`config.mk`:
```
export PLATFORM = sky130hd
export DESIGN_NAME = presc_timebase
export DESIGN_NICKNAME = d
export VERILOG_FILES = /design/src/rtl/ptb_pkg.sv /design/src/rtl/ptb_regs.sv /design/src/rtl/ptb_prescaler.sv /design/src/rtl/ptb_counter.sv /design/src/rtl/presc_timebase.sv
export SDC_FILE = /design/constraint.sdc
export NUM_CORES = 1
export LEC_CHECK = 0
export BUFFER_PORTS_ARGS = -buffer_cell sky130_fd_sc_hd__buf_2
export CAP_MARGIN = 25
export CORE_MARGIN = 2
export CORE_UTILIZATION = 50
export CTS_BUF_LIST = sky130_fd_sc_hd__clkbuf_8 sky130_fd_sc_hd__clkbuf_16
export DETAILED_ROUTE_END_ITERATION = 8
export PLACE_DENSITY = 0.73
export SLEW_MARGIN = 20
export SYNTH_ARGS = -nofsm -noshare
export SYNTH_HDL_FRONTEND = slang
export SYNTH_SLANG_ARGS = --single-unit
```
`constraint.sdc`:
```
create_clock -name clk_i -period 2.9 [get_ports clk_i]
set_input_delay 0 -clock clk_i [delete_from_list [all_inputs] [get_ports clk_i]]
set_output_delay 0 -clock clk_i [all_outputs]
set_load 0.01 [all_outputs]
```
`src/rtl/ptb_pkg.sv`:
```
package ptb_pkg;
  localparam int unsigned ADDR_W = 3;
  localparam int unsigned DATA_W = 32;
  localparam int unsigned CNT_W  = 16;

  typedef enum logic [ADDR_W-1:0] {
    A_CTRL  = 3'd0,
    A_STAT  = 3'd1,
    A_EVGEN = 3'd2,
    A_CNT   = 3'd3,
    A_PSC   = 3'd4,
    A_ARR   = 3'd5
  } reg_addr_e;
endpackage

```
`src/rtl/ptb_regs.sv`:
```
module ptb_regs
  import ptb_pkg::*;
#(
  parameter int unsigned CW = CNT_W,
  parameter int unsigned DW = DATA_W,
  parameter int unsigned AW = ADDR_W
) (
  input  logic          clk_i,
  input  logic          rst_ni,
  input  logic          we_i,
  input  logic [AW-1:0] addr_i,
  input  logic [DW-1:0] wdata_i,
  input  logic          upd_i,
  input  logic [CW-1:0] cnt_i,
  output logic [CW-1:0] psc_o,
  output logic [CW-1:0] arr_o,
  output logic          remap_o,
  output logic          flag_o,
  output logic          ug_o,
  output logic [DW-1:0] rdata_o
);
  localparam int unsigned PAD_W = DW - CW - 1;
  localparam logic [CW-1:0] ARR_RST = {CW{1'b1}};

  logic wr_ctrl, wr_stat, wr_psc, wr_arr;
  logic [CW-1:0] psc_q, arr_q;
  logic remap_q, flag_q;

  assign wr_ctrl = we_i && (addr_i == A_CTRL);
  assign wr_stat = we_i && (addr_i == A_STAT);
  assign wr_psc  = we_i && (addr_i == A_PSC);
  assign wr_arr  = we_i && (addr_i == A_ARR);
  assign ug_o    = we_i && (addr_i == A_EVGEN) && wdata_i[0];

  always_ff @(posedge clk_i or negedge rst_ni) begin
    if (!rst_ni) begin
      psc_q   <= '0;
      arr_q   <= ARR_RST;
      remap_q <= 1'b0;
    end else begin
      if (wr_psc)  psc_q   <= wdata_i[CW-1:0];
      if (wr_arr)  arr_q   <= wdata_i[CW-1:0];
      if (wr_ctrl) remap_q <= wdata_i[0];
    end
  end

  // set beats clear
  always_ff @(posedge clk_i or negedge rst_ni) begin
    if (!rst_ni)                      flag_q <= 1'b0;
    else if (upd_i)                   flag_q <= 1'b1;
    else if (wr_stat && !wdata_i[0])  flag_q <= 1'b0;
  end

  always_comb begin
    rdata_o = '0;
    unique case (addr_i)
      A_CTRL:  rdata_o[0] = remap_q;
      A_STAT:  rdata_o[0] = flag_q;
      A_CNT:   rdata_o = {remap_q & flag_q, {PAD_W{1'b0}}, cnt_i};
      A_PSC:   rdata_o[CW-1:0] = psc_q;
      A_ARR:   rdata_o[CW-1:0] = arr_q;
      default: rdata_o = '0;
    endcase
  end

  assign psc_o   = psc_q;
  assign arr_o   = arr_q;
  assign remap_o = remap_q;
  assign flag_o  = flag_q;

  p_set_wins_r8: assert property (@(posedge clk_i) disable iff (!rst_ni)
    upd_i |=> flag_q);
  p_clear_r8: assert property (@(posedge clk_i) disable iff (!rst_ni)
    (wr_stat && !wdata_i[0] && !upd_i) |=> !flag_q);
  p_bit31_r9: assert property (@(posedge clk_i) disable iff (!rst_ni)
    (addr_i == A_CNT && !remap_q) |-> (rdata_o[DW-1:CW] == '0));
endmodule

```
`src/rtl/ptb_prescaler.sv`:
```
module ptb_prescaler #(
  parameter int unsigned CW = 16
) (
  input  logic          clk_i,
  input  logic          rst_ni,
  input  logic [CW-1:0] psc_i,
  input  logic          upd_i,
  output logic          tick_o
);
  logic [CW-1:0] act_q, div_q;

  assign tick_o = (div_q == act_q);

  always_ff @(posedge clk_i or negedge rst_ni) begin
    if (!rst_ni) begin
      act_q <= '0;
      div_q <= '0;
    end else begin
      if (upd_i) act_q <= psc_i;
      if (upd_i || tick_o) div_q <= '0;
      else                 div_q <= div_q + CW'(1);
    end
  end

  p_act_hold_r3: assert property (@(posedge clk_i) disable iff (!rst_ni)
    !upd_i |=> $stable(act_q));
  p_act_load_r3: assert property (@(posedge clk_i) disable iff (!rst_ni)
    upd_i |=> (act_q == $past(psc_i)));
  p_div_clr_r5: assert property (@(posedge clk_i) disable iff (!rst_ni)
    upd_i |=> (div_q == '0));
endmodule

```
`src/rtl/ptb_counter.sv`:
```
module ptb_counter #(
  parameter int unsigned CW = 16
) (
  input  logic          clk_i,
  input  logic          rst_ni,
  input  logic          tick_i,
  input  logic          clr_i,
  input  logic [CW-1:0] arr_i,
  output logic [CW-1:0] cnt_o,
  output logic          ovf_o
);
  logic [CW-1:0] cnt_q;
  logic run;

  assign run   = tick_i && (arr_i != '0);
  assign ovf_o = run && (cnt_q == arr_i);

  always_ff @(posedge clk_i or negedge rst_ni) begin
    if (!rst_ni)     cnt_q <= '0;
    else if (clr_i)  cnt_q <= '0;
    else if (ovf_o)  cnt_q <= '0;
    else if (run)    cnt_q <= cnt_q + CW'(1);
  end

  assign cnt_o = cnt_q;

  p_frozen_r7: assert property (@(posedge clk_i) disable iff (!rst_ni)
    (arr_i == '0 && !clr_i) |=> $stable(cnt_q));
  p_wrap_r4: assert property (@(posedge clk_i) disable iff (!rst_ni)
    (tick_i && arr_i != '0 && cnt_q == arr_i) |=> (cnt_q == '0));
  p_step_r2: assert property (@(posedge clk_i) disable iff (!rst_ni)
    (tick_i && arr_i != '0 && cnt_q != arr_i && !clr_i) |=> (cnt_q == $past(cnt_q) + CW'(1)));
endmodule

```
`src/rtl/presc_timebase.sv`:
```
module presc_timebase
  import ptb_pkg::*;
#(
  parameter int unsigned CW = CNT_W,
  parameter int unsigned DW = DATA_W,
  parameter int unsigned AW = ADDR_W
) (
  input  logic          clk_i,
  input  logic          rst_ni,
  input  logic          reg_we_i,
  input  logic [AW-1:0] reg_addr_i,
  input  logic [DW-1:0] reg_wdata_i,
  output logic [DW-1:0] reg_rdata_o,
  input  logic          trig_reset_i,
  output logic [CW-1:0] cnt_o,
  output logic          uflag_o,
  output logic          update_o
);
  logic [CW-1:0] psc, arr, cnt;
  logic remap, ug, tick, ovf, clr, upd, update_q;

  assign clr = ug | trig_reset_i;
  assign upd = clr | ovf;

  ptb_regs #(.CW(CW), .DW(DW), .AW(AW)) u_regs (
    .clk_i   (clk_i),
    .rst_ni  (rst_ni),
    .we_i    (reg_we_i),
    .addr_i  (reg_addr_i),
    .wdata_i (reg_wdata_i),
    .upd_i   (upd),
    .cnt_i   (cnt),
    .psc_o   (psc),
    .arr_o   (arr),
    .remap_o (remap),
    .flag_o  (uflag_o),
    .ug_o    (ug),
    .rdata_o (reg_rdata_o)
  );

  ptb_prescaler #(.CW(CW)) u_psc (
    .clk_i  (clk_i),
    .rst_ni (rst_ni),
    .psc_i  (psc),
    .upd_i  (upd),
    .tick_o (tick)
  );

  ptb_counter #(.CW(CW)) u_cnt (
    .clk_i  (clk_i),
    .rst_ni (rst_ni),
    .tick_i (tick),
    .clr_i  (clr),
    .arr_i  (arr),
    .cnt_o  (cnt),
    .ovf_o  (ovf)
  );

  always_ff @(posedge clk_i or negedge rst_ni) begin
    if (!rst_ni) update_q <= 1'b0;
    else         update_q <= upd;
  end

  assign cnt_o    = cnt;
  assign update_o = update_q;

  p_trig_clr_r6: assert property (@(posedge clk_i) disable iff (!rst_ni)
    trig_reset_i |=> (cnt_o == '0 && update_o && uflag_o));
  p_ug_clr_r5: assert property (@(posedge clk_i) disable iff (!rst_ni)
    ug |=> (cnt_o == '0 && update_o));
  p_remap_r9: assert property (@(posedge clk_i) disable iff (!rst_ni)
    (reg_addr_i == A_CNT && remap) |-> (reg_rdata_o[DW-1] == uflag_o));
endmodule

```
==> results by stage, run 1 <==
Cells and area:
- Leaving out fill and tap cells, the most frequent cell in the layout is dfrtp_1.
- Compared with the post-synthesis result, the final layout area differs by 14.6%.
- The layout cell share with drive strength beyond 1 is between 30 and 40%.
- The number of antenna diodes in the final layout is 0.
- In the layout the commonest cells are 67 x dfrtp_1, 56 x buf_2, 41 x mux2_2.
- Summing all non-filler instances in the final layout gives an area of between 0.005 and 0.006 mm².
- For this run, the post-layout net count is 523.
- Measured on the finished design, the core utilization comes to roughly three fifths.

Critical path:
- The critical path is of the reg -> reg type.
- The startpoint identified for the worst register-to-register timing path is u_regs.arr_o[0].
- The critical path crosses 5 cells after its start point.
- The number of cell instances on the worst register-to-register path is 5.
- The kind of launch point of the worst setup path is a register.
- The register-to-register path setup slack is between 400 and 500 ps.
- The critical path data arrival time is between 2000 and 3000 ps.
- The peak per-stage delay on the critical path is 580 ps.
- The endpoint type of the worst setup path is a register.
- The sum of buffers and inverters on the critical path is 0.
- The data required time of the critical path is approximately 3100 ps.
- The worst reg2reg path endpoint is u_psc.act_q[10].
- The slowest stage of the critical path is the dfstp_2 cell.
- In this run the worst path has a maximum fanout of 18.
- The family with the most delay on the worst path is simple AND/OR/NAND/NOR gates.
- Traced cell by cell, the critical path runs through xnor2_1 > nand4_1 > nor4_4 > a31oi_4 > mux2_4.

Routing:
- The DRC violations left is 0.
- The via density per instance is 5.89.
- The highest metal layer carrying signal wires in the routed design is met4.
- The routed wire length on met3 is about 370 µm.
- The violation count after the first detailed-routing iteration is between 150 and 200.
- Summed over all nets, wire length on met2 after detailed routing comes to 5.44 mm.
- The number of routed nets with antenna violations is 0.
- The routed layout has ~3500 vias.
- The first detailed-routing pass took 4 iterations.
- For this block, the routed nets add up to 10.6 mm of wire.
- After detailed routing, the average wire length per cell comes to around 18 µm.
- The routed metal-1 wire length is between 4 and 5 mm.

CTS:
- The tree is rooted in a clkbuf_8.
- The H-tree was split into 3 levels.
- The tree built by TritonCTS fans out to 83 sinks.
- The later pin in the worst-skew pair is clocked with a latency of around 360 ps.
- The number of setup buffers added after CTS is 0.
- TritonCTS built the clock tree.
- The total CTS buffers is 9.
- The clock passes through at most 2 buffers.
- After clock tree synthesis, the clock-pin slew on the worst setup and hold paths is approximately 90 ps.

Placement:
- At the end of routability-driven placement, the weighted congestion stood at about 0.83.
- The minimum setup slack after placement is 482 ps.
- In this run the cell area measured after placement is around 0.005 mm².
- The number of I/O port buffers is 57.
- Summed over all nets, the half-perimeter wirelength after detailed placement is 7.38 mm.

GRT:
- The remaining global-route overflow is 0.
- The initial antenna violation count came to 0.
- The global-route total usage across every layer is approximately 22%.
- Entering global routing, the biggest net connects 84 pins.
- The number of global-route vias before repair came to around 3400.
- The first global-routing pass estimated between 15 and 20 mm of wire.

Yosys:
- The cell count after synthesis came out at between 400 and 500.
- In this run, synthesis produced a sequential element count of 83.
- The sequential element share of the synthesized area is roughly 46%.
- The mapped netlist covers between 0.004 and 0.005 mm².
- Yosys attributes the largest share of cell area to dfrtp_1 36%, mux2_2 10%, dfstp_2 9.1%.
- Summed over all instances, the cell type with the most area after synthesis is dfrtp_1.
- The most used flip-flop cell after synthesis is dfrtp_1.
- A synthesized cell averages approximately 11 µm².
- After synthesis, the netlist uses 42 different library cells.
- The fraction of synthesized cell area taken by the top area cell type is roughly 36%.
- The count of synthesis-stage warnings from yosys is 0.
- The number of enable flip-flop cells after synthesis is 0.
- The async set-or-reset flop fraction in the synthesized netlist is 100%.

Min path:
- The worst hold path startpoint is reg_we_i.
- Along the worst hold path, the cell count comes to 4.
- The worst hold path terminates at u_regs.flag_o.
- The class of the most critical hold timing path is in -> reg.

Power:
- The analysis attributes to cell leakage a power of 0.00228 µW.
- The portion of total power attributed to combinational logic is 18.2%.
- The internal portion of the total power is 1990 µW.
- Per report_power, the clock group accounts for between 20% and 30% of the total.
- The power density relative to cell area is between 500 and 600 mW/mm².
- The worst ir drop on vdd is 0.000295 V.
- The part of the total power dissipated in sequential elements is a little over half.
- Net switching is 30.1% of the power.
- The switching component of the power is between 800 and 900 µW.

STA:
- Setup repair after global routing left no endpoint under its margin.
- The shortest period the worst path allows is about 2400 ps.
- The count of endpoints failing setup in the final report is 0.
- The count of final max-slew check failures is 0.
- The final worst hold slack is 33.1 ps.
- The accumulated negative setup slack is 0 ps.
- The number of endpoints with negative hold slack in the final report is 0.
- The relative slew slack is between 40% and 50%.
- Between clock sinks in the finished design, the worst skew comes to roughly 10 ps.
- The achievable clock frequency is 412 MHz.
- The fraction of the cycle the final worst path needs is a little over four fifths.
- The final worst slack is approximately 470 ps.
- The pin slew with the least headroom to its limit is between 700 and 800 ps.

Floorplanning:
- The die is about 100 µm wide.
- In this run the core area contains 35 standard-cell rows.
- The die area is roughly 0.010 mm².
- The y dimension of the die is about 100 µm.
- Pin placement for this block handled 89 I/O pins.
- The core area is 0.00906 mm².
- The starting density of the core is about half.

Status:
- The flow ran to the end, and the final reports show no timing, DRC or antenna violations.

Job:
- The max-cap check violation count is 0.
-- stage by stage --
stage	std cells	power (µW)
4_1_cts	596	2870
3_5_place_dp	563	2040
5_1_grt	598	2990
3_3_place_gp	563	2020
6_report	598	2840
2_1_floorplan	429	1890
-- power groups by stage --
stage,registers [µW],logic (µW),clock network [µW]
2_1_floorplan,1490,394,0
5_1_grt,1550,566,870
6_report,1530,518,792
4_1_cts,1530,517,823
3_5_place_dp,1550,496,0
3_3_place_gp,1540,483,0
-- worst max path at each step --
stage	end	slack, ps	from
4_1_cts	u_psc.act_q[10]	460	u_regs.arr_o[0]
5_1_grt	u_psc.act_q[10]	300	u_cnt.cnt_o[0]
6_report	u_psc.act_q[10]	470	u_regs.arr_o[0]
2_1_floorplan	u_psc.act_q[10]	760	u_regs.arr_o[7]
3_5_place_dp	u_psc.act_q[14]	480	u_regs.arr_o[0]
3_3_place_gp	u_psc.act_q[11]	520	u_regs.arr_o[0]
-- flip-flops by register name, summed over array words and instances (netlist names) --
name,flops
update_o,1
u_psc.act_q,16
u_regs.flag_o,1
u_psc.div_q,16
u_regs.remap_o,1
u_cnt.cnt_o,16
u_regs.psc_o,16
u_regs.arr_o,16
-- cell usage after synthesis, types with 3 or more instances --
cell type	instances
buf_4	15
dfrtp_1	67
mux2_2	41
clkbuf_1	13
nand3_1	9
o211ai_1	14
nor2b_1	4
mux2_4	8
nor4_1	16
nand4_1	11
buf_2	10
nand4b_1	3
a21oi_1	5
xnor2_1	27
a22o_1	30
nor3_1	11
nand2b_1	4
and3_1	3
xor2_1	19
nor3b_1	4
and4_1	3
nor2_1	28
dfstp_2	16
inv_1	10
a32o_1	14
nand2_1	11
-- tightest hold or removal path, stage by stage --
cell	delay, ps
buf_2	130
nand2b_1	100
o31ai_1	80
nand2_1	60
-- cell type report --
cell class                 count  area, µm²
clock buffer                   9        124
multi-input combinational    295       2290
tap                          111        139
clock inverter                 7       58.8
fill                         804       3790
sequential                    83       2100
inverter                      10       37.5
timing repair buffer          83        529
-- cell families (layout without fill, tap and decap cells) --
kind of cell | count (synthesis) | count (layout) | synth area share [%]
other cells | 1 | 15 | 0.0815
xor+xnor | 46 | 46 | 8.76
mux | 50 | 50 | 12.9
compound gates | 70 | 70 | 13.0
simple gates | 112 | 112 | 13.4
fa+ha+maj | 2 | 2 | 0.544
buf+inv | 51 | 109 | 5.85
flops | 83 | 83 | 45.6
-- routing by layer --
layer | vias up | GRT usage (%)
met4 | 0 | 8.01
li1 | 1626 | -
met2 | 88 | 37.0
met1 | 1787 | 29.3
met3 | 19 | 3.69
met5 | - | 0
-- repair_timing --
| item | 4_1_cts | 5_1_grt |
|---|---|---|
| hold buffers | 17 | 0 |
| endpoints found under the hold margin | 101 | 0 |
| gates resized for setup | 0 | 0 |
Note: power is estimated with default switching activity, not from simulation.
==> inputs of run 2 (changes only) <==
==> constraint.sdc (replaced) <==
create_clock -name clk_i -period 2.5 [get_ports clk_i]
set_input_delay 0 -clock clk_i [delete_from_list [all_inputs] [get_ports clk_i]]
set_output_delay 0 -clock clk_i [all_outputs]
set_load 0.01 [all_outputs]
==> run 2 against run 1 <==
Maximum frequency grew 4.0%. Clock-buffer cell count is 1 higher. Hold slack improved by 4.1 ps. Register-to-register slack got worse by 310 ps. Wire length increased by 2.8%. Global-route usage increased by 0.73 points. First-iteration DRC count increased by 16%. Power rose by 23%. Critical path type unchanged. Highest routed layer unchanged.
==> results by stage, run 2 (same netlist as run 1, synthesis figures left out) <==
Routing:
- After detailed routing, the number of remaining DRC violations is 0.
- After detailed routing, the number of vias per cell comes to roughly 6.1.
- The first-pass iteration count of the detailed router is 4.
- The total routed wirelength is around 11 mm.
- After the first detailed-routing iteration, the DRC count stood at roughly 180.
- The average routed wire per standard cell is about 18 µm.
- The number of routed nets with antenna violations is 0.
- The via count is roughly 3700.

STA:
- Setup violations remaining at the end of the flow were counted as 0.
- The fraction of the cycle the final worst path needs is between 90 and 100%.
- The relative slew slack is about two fifths.
- The accumulated negative setup slack is 0 ps.
- Setup repair after global routing left no endpoint under its margin.
- The worst clock skew is 6.98 ps.
- The count of final max-slew check failures was 0.
- The number of endpoints with negative hold slack in the final report is 0.
- For the pin with the worst max-slew slack, the measured transition is just over 900 ps.
- The shortest period the worst path allows is around 2300 ps.
- The achievable clock frequency is 429 MHz.

Critical path:
- Walking the worst path, the cells encountered are nor4_1 > nand4_1 > a31oi_4 > mux2_2.
- The library cell contributing the largest single delay on the critical path is a31oi_4.
- For the worst setup path, the data required time is 2740 ps.
- In this design, the stage delay of the slowest critical-path cell is just under 700 ps.
- The critical path data arrival time is 2570 ps.
- The worst setup path is launched from a register.
- The sum of buffers and inverters on the critical path is 0.
- Of all nets on the critical path, the largest fanout is 18.
- The critical path in this run is classified as reg -> reg.
- STA classifies the critical path endpoint as a register.
- The cell family contributing the most delay on the critical path is simple AND/OR/NAND/NOR gates.

GRT:
- The number of global-route vias before repair is approximately 3600.
- The pin count of the biggest net entering global routing is 84.
- The first global-routing pass estimated 17.9 mm of wire.
- The global-route total usage across every layer is between 20% and 30%.
- The remaining global-route overflow is 0.
- The initial antenna violation count came to 0.

CTS:
- The number of setup buffers added after CTS is 0.
- The CTS sink count is 83.
- The clock passes through at most 2 buffers.
- Clock-pin slew was measured on the worst setup and hold paths at ~90 ps.
- The clock insertion delay at the later pin of the skew report is 350 ps.
- The total CTS buffers is 9.
- CTS placed an instance of clkbuf_8 at the clock tree root.
- The TritonCTS clock tree is built.
- CTS built an H-tree with a depth of 3.

Power:
- The analysis attributes to cell leakage a power of between 0.002 and 0.0025 µW.
- The sum of internal, switching and leakage power is around 3500 µW.
- Summed over all nets, the switching power comes to 966 µW.
- The part of the total power dissipated in sequential elements is between 50% and 60%.
- The internal power summed over all cells is between 2000 and 3000 µW.
- The clock network is responsible for around a third of the overall power.
- VDD sags by at most roughly 0.00031 V.
- In this run the power density over the cells is around 650 mW/mm².
- Combinational logic burns 17.3% of the power.
- In this run switching power makes up roughly 28% of total power.

Placement:
- The number of I/O port buffers is 57.
- At the end of routability-driven placement, the weighted congestion stood at roughly 0.85.
- The detailed placement HPWL is around 7.6 mm.
- The number of cells after detailed placement is 570.

Cells and area:
- The final core utilization is 59.1%.
- The final antenna diode count is 0.
- The area growth from synthesis to final layout is 16.4%.
- The number of standard cells in the layout, taps in and fillers out is roughly 600.
- The number of fillers in the final layout is between 700 and 800.
- After the last flow step, the layout net total stands at between 500 and 600.
- Cells with a size suffix above 1 make up approximately a third of the layout.
- Leaving out fill and tap cells, the most frequent cell in the layout is dfrtp_1.
- The top cell types in the final layout, fill and taps aside, are 67 x dfrtp_1, 56 x buf_2, 41 x mux2_2.

Floorplanning:
- The number of standard-cell rows in the floorplan is 35.
- The floorplan step set the die height to 99.9 µm.
- The floorplan step defined a die boundary enclosing about 0.01 mm².
- The core area is approximately 0.0091 mm².
- In this run the horizontal extent of the chip is roughly 100 µm.
- The number of primary I/O pins is 89.
- The starting density of the core is 50.8%.

Status:
- The run finished with clean final reports.

Min path:
- The class of the most critical hold timing path is in -> reg.

Job:
- The tool flagged a number of max-cap violations equal to 0.
run 2: changes by cell type in the layout (fill, tap and decap cells not counted):
cell       delta
inv_8         -1
inv_1         +1
clkinv_2      -1
clkbuf_4      -2
buf_4         +7
bufinv_16     +2
clkbuf_8      +1
inv_6         -2
run 2: power groups by stage:
| stage | Sequential, µW | Combinational (µW) | Clock (µW) |
|---|---|---|---|
| after global routing | 1800 | 658 | 1170 |
| after floorplan | 1730 | 457 | 0 |
| after detailed placement | 1800 | 577 | 0 |
| after global placement | 1790 | 565 | 0 |
| after CTS | 1780 | 605 | 1120 |
| final | 1780 | 603 | 1100 |
run 2: path summary, 6_finish.rpt:
| kind | start | endpoint | slack (ps) | cells past startpoint |
|---|---|---|---|---|
| worst max-delay path | u_regs.arr_o[13] | u_psc.act_q[5] | 170 | 4 |
| worst max register to register | u_regs.arr_o[13] | u_psc.act_q[5] | 170 | 4 |
| max in group asynchronous | rst_ni | u_cnt.cnt_o[9] | 1740 | 2 |
| worst min register to register | u_psc.act_q[3] | u_psc.act_q[3] | 530 | 1 |
| min in group asynchronous | rst_ni | u_psc.div_q[11] | 270 | 2 |
| worst min-delay path | reg_we_i | u_regs.flag_o | 40 | 4 |
run 2: worst register-to-register path: cells and delay by family (launching register included):
kind | cells | cell delay (ps)
flip-flops | 1 | 400
AND/OR/NAND/NOR | 2 | 710
multiplexers | 1 | 420
AO/OA/AOI/OAI | 1 | 680
run 2: final cells by class:
| type | instances | area [µm²] | share of cell area [%] |
|---|---|---|---|
| multi-input combinational | 295 | 2290 | 42.7 |
| tap | 111 | 139 | 2.59 |
| clock inverter | 6 | 88.8 | 1.66 |
| clock buffer | 10 | 138 | 2.57 |
| timing repair buffer | 88 | 567 | 10.6 |
| inverter | 10 | 37.5 | 0.701 |
| sequential | 83 | 2100 | 39.2 |
run 2: routing by layer:
| metal | GRT usage (%) | share of wire [%] |
|---|---|---|
| met1 | 29.3 | 43 |
| met2 | 37.4 | 50 |
| met3 | 3.34 | 3.6 |
| met4 | 12.8 | 3.6 |
| met5 | 0 | 0 |
run 2: stage by stage:
| stage | worst slack, ps | area, µm² | hold slack (ps) |
|---|---|---|---|
| floorplan | 357 | 4650 | -296 |
| global placement | 244 | 4950 | 250 |
| detailed placement | 201 | 4950 | 244 |
| CTS | 161 | 5350 | 10.5 |
| global route | 28.1 | 5350 | 54.1 |
| finish | 166 | 5350 | 37.2 |
run 2: timing repair:
item	CTS	global route
hold endpoints to repair	101	0
gates resized for setup	0	0
setup endpoints to repair	0	0
hold buffers	17	0
==> inputs of run 3 (changes only) <==
--- a/config.mk
+++ b/config.mk
@@ -10,6 +10,7 @@
 export CORE_MARGIN = 2
 export CORE_UTILIZATION = 50
 export CTS_BUF_LIST = sky130_fd_sc_hd__clkbuf_8 sky130_fd_sc_hd__clkbuf_16
+export CTS_CLUSTER_SIZE = 14
 export DETAILED_ROUTE_END_ITERATION = 8
 export PLACE_DENSITY = 0.73
 export SLEW_MARGIN = 20
==> constraint.sdc (replaced) <==
create_clock -name clk_i -period 2.7 [get_ports clk_i]
set_input_delay 0 -clock clk_i [delete_from_list [all_inputs] [get_ports clk_i]]
set_output_delay 0 -clock clk_i [all_outputs]
set_load 0.01 [all_outputs]
==> run 3 against run 2 <==
Sequential share of layout area is 0.30 points higher. Sequential cell count is the same. Die area unchanged. Final area decreased by 0.75%. Critical path depth rose by 1. Clock skew increased by 4.4 ps. Clock-buffer cell count did not move. Register-to-register slack better by 90 ps. Core utilization decreased by 0.44 points. Hold slack lost 19 ps. Largest cell class unchanged.
==> results by stage, run 3 (same netlist as run 1, synthesis figures left out) <==
CTS:
- The H-tree depth is 3.
- The clock reaches the later pin of the worst-skew pair after about 370 ps.
- The clock transition at the register clock pins on the worst setup and hold paths after CTS is 90 ps.
- The number of setup buffers added after CTS is 0.
- Counting every sink on the clock net gives 83.
- TritonCTS built the clock tree.
- Counting along the longest clock path gives a buffer depth of 2.
- Clock tree synthesis selected as its root buffer the cell clkbuf_8.
- The total CTS buffers is 9.
- The number of gates resized after CTS is 0.
- In this run, post-CTS hold repair placed 17 buffers.

Status:
- The run finished with clean final reports.

Critical path:
- STA classifies the critical path endpoint as a register.
- The critical path goes through xnor2_1 > nand4_1 > nor4_4 > a31oi_4 > mux2_4.
- The critical path runs through a total of 5 cells.
- The worst setup path endpoint is u_psc.act_q[14].
- The top fanout value on the critical path is 18.
- The endpoint identified for the worst register-to-register timing path is u_psc.act_q[14].
- Among cell families on the critical path, the largest total delay comes from simple AND/OR/NAND/NOR gates.
- The setup path with the least slack is of type reg -> reg.
- The data required time of the critical path is about 3000 ps.
- The register-to-register path setup slack is approximately 260 ps.
- The number of cell instances on the worst register-to-register path is 5.
- Data arrives at the worst endpoint at about 2700 ps.
- Tracing the worst setup path back leads to its startpoint at u_regs.arr_o[7].
- In this run the critical register-to-register path is launched from u_regs.arr_o[7].
- The library cell contributing the largest single delay on the critical path is nor4_4.
- On the worst path, the slowest cell contributes a delay of 600 ps.
- Together, buffers and inverters on the worst path number 0.
- STA classifies the critical path startpoint as a register.

GRT:
- The first-pass GRT wire length is 17.0 mm.
- The initial antenna violation count came to 0.
- The number of global-route vias before repair was approximately 3300.
- The remaining global-route overflow is 0.
- The pin count of the biggest net entering global routing is 84.
- For this run, the total global-route usage over all layers was measured as between 20% and 30%.

Power:
- The design draws about 3100 µW.
- The leakage power summed over all cells is 0.00229 µW.
- The worst ir drop on vdd is between 0.0002 and 0.0003 V.
- In this run the power density over the cells is just under 600 mW/mm².

Floorplanning:
- The starting density of the core is 50.8%.
- The number of standard-cell rows in the floorplan is 35.
- The core area is approximately 0.009 mm².
- The y dimension of the die is ~100 µm.
- between 80 and 90 I/O pins were placed.
- From left edge to right edge, the die measures ~100 µm.
- The die area is around 0.01 mm².

Placement:
- The final weighted congestion in routability-driven placement is approximately 0.83.
- Detailed placement finished with a half-perimeter wire length of ~7.4 mm.
- Input and output buffers added on the ports amount to 57.

Routing:
- The detailed router finished its first iteration with about 150 violations.
- The via count is roughly 3500.
- The DRC violations left is 0.
- The first detailed-routing pass took 4 iterations.
- The total routed wirelength is around 11 mm.
- Dividing the detail-routed wire length by the instance count gives 17.7 µm.
- The number of routed nets with antenna violations is 0.
- The via density per instance is about 5.8.

Cells and area:
- The number of fillers in the final layout is between 700 and 800.
- Compared with the post-synthesis result, the final layout area differs by 15.5%.
- The layout net count is 525.
- The final antenna diode count is 0.
- Leaving out fill and tap cells, the most frequent cell in the layout is dfrtp_1.
- In the final layout, the share of cells above drive strength 1 is between 30% and 40%.
- In the layout the commonest cells are 67 x dfrtp_1, 56 x buf_2, 41 x mux2_2.

STA:
- The count of final max-slew check failures was 0.
- The pin slew with the least headroom to its limit is 758 ps.
- The number of endpoints with negative hold slack in the final report is 0.
- Setup repair after global routing left no endpoint under its margin.
- Based on the critical path, the design can be clocked at up to 409 MHz.
- The worst path in the final design needs a cycle of roughly 2400 ps, including I/O delays and setup.
- In this run the tightest slew margin relative to its limit is approximately half.
- The count of endpoints failing setup in the final report is 0.
- The worst clock skew is between 10 and 15 ps.
- The fraction of the cycle the final worst path needs is 90.5%.
- Setup total negative slack on the finished layout was measured at 0 ps.

Job:
- The tool flagged a number of max-cap violations equal to 0.

Min path:
- In this run the worst hold path is classified as in -> reg.
==> run 3: how the worst min path moves through the flow <==
stage / from / endpoint / slack [ps] / depth (start not counted)
after floorplan: rst_ni / u_cnt.cnt_o[0] / -300 / 0
after global placement: rst_ni / u_psc.div_q[12] / 240 / 1
after detailed placement: rst_ni / u_psc.div_q[11] / 240 / 1
after CTS: reg_we_i / u_regs.flag_o / 0.3 / 4
after global routing: reg_we_i / u_regs.flag_o / 50 / 4
final: reg_we_i / u_regs.flag_o / 20 / 4
==> run 3: metal layers <==
metal  track usage, %  part of all wire, %  up-vias
met2             36.2                   50       96
met3             3.76                  3.6       19
met1             28.3                   43     1724
li1                 -                    -     1629
met4             9.48                  2.9        0
met5                0                    0        -
==> run 3: final cells by class <==
type | count | area (µm²) | area share (%)
Multi-Input combinational cell | 295 | 2290 | 43.0
Sequential cell | 83 | 2100 | 39.5
Timing Repair Buffer | 85 | 544 | 10.2
Tap cell | 111 | 139 | 2.61
Clock buffer | 10 | 138 | 2.59
Clock inverter | 6 | 71.3 | 1.34
Inverter | 10 | 37.5 | 0.706
==> run 3: tightest hold or removal path, cell delays in order <==
cell and delay, ps:
buf_2 120, nand2b_1 90, o31ai_1 80, nand2_1 60
==> run 3: report_power, final <==
part | internal [µW] | switching (µW) | total [µW]
combinational | 317 | 239 | 556
clock | 461 | 487 | 947
sequential | 1460 | 179 | 1640
total | 2240 | 904 | 3150
==> run 3: through the flow <==
step / util, % / setup slack (ps) / cells / hold slack [ps] / instance area, µm²
detailed placement: 54.4 / 270 / 567 / 241 / 4930
global placement: 54.4 / 322 / 567 / 244 / 4930
CTS: 58.6 / 258 / 600 / 0.341 / 5310
floorplan: - / 557 / 429 / -296 / 4650
global route: 58.6 / 96.9 / 600 / 48.0 / 5310
finish: 58.6 / 257 / 600 / 17.9 / 5310
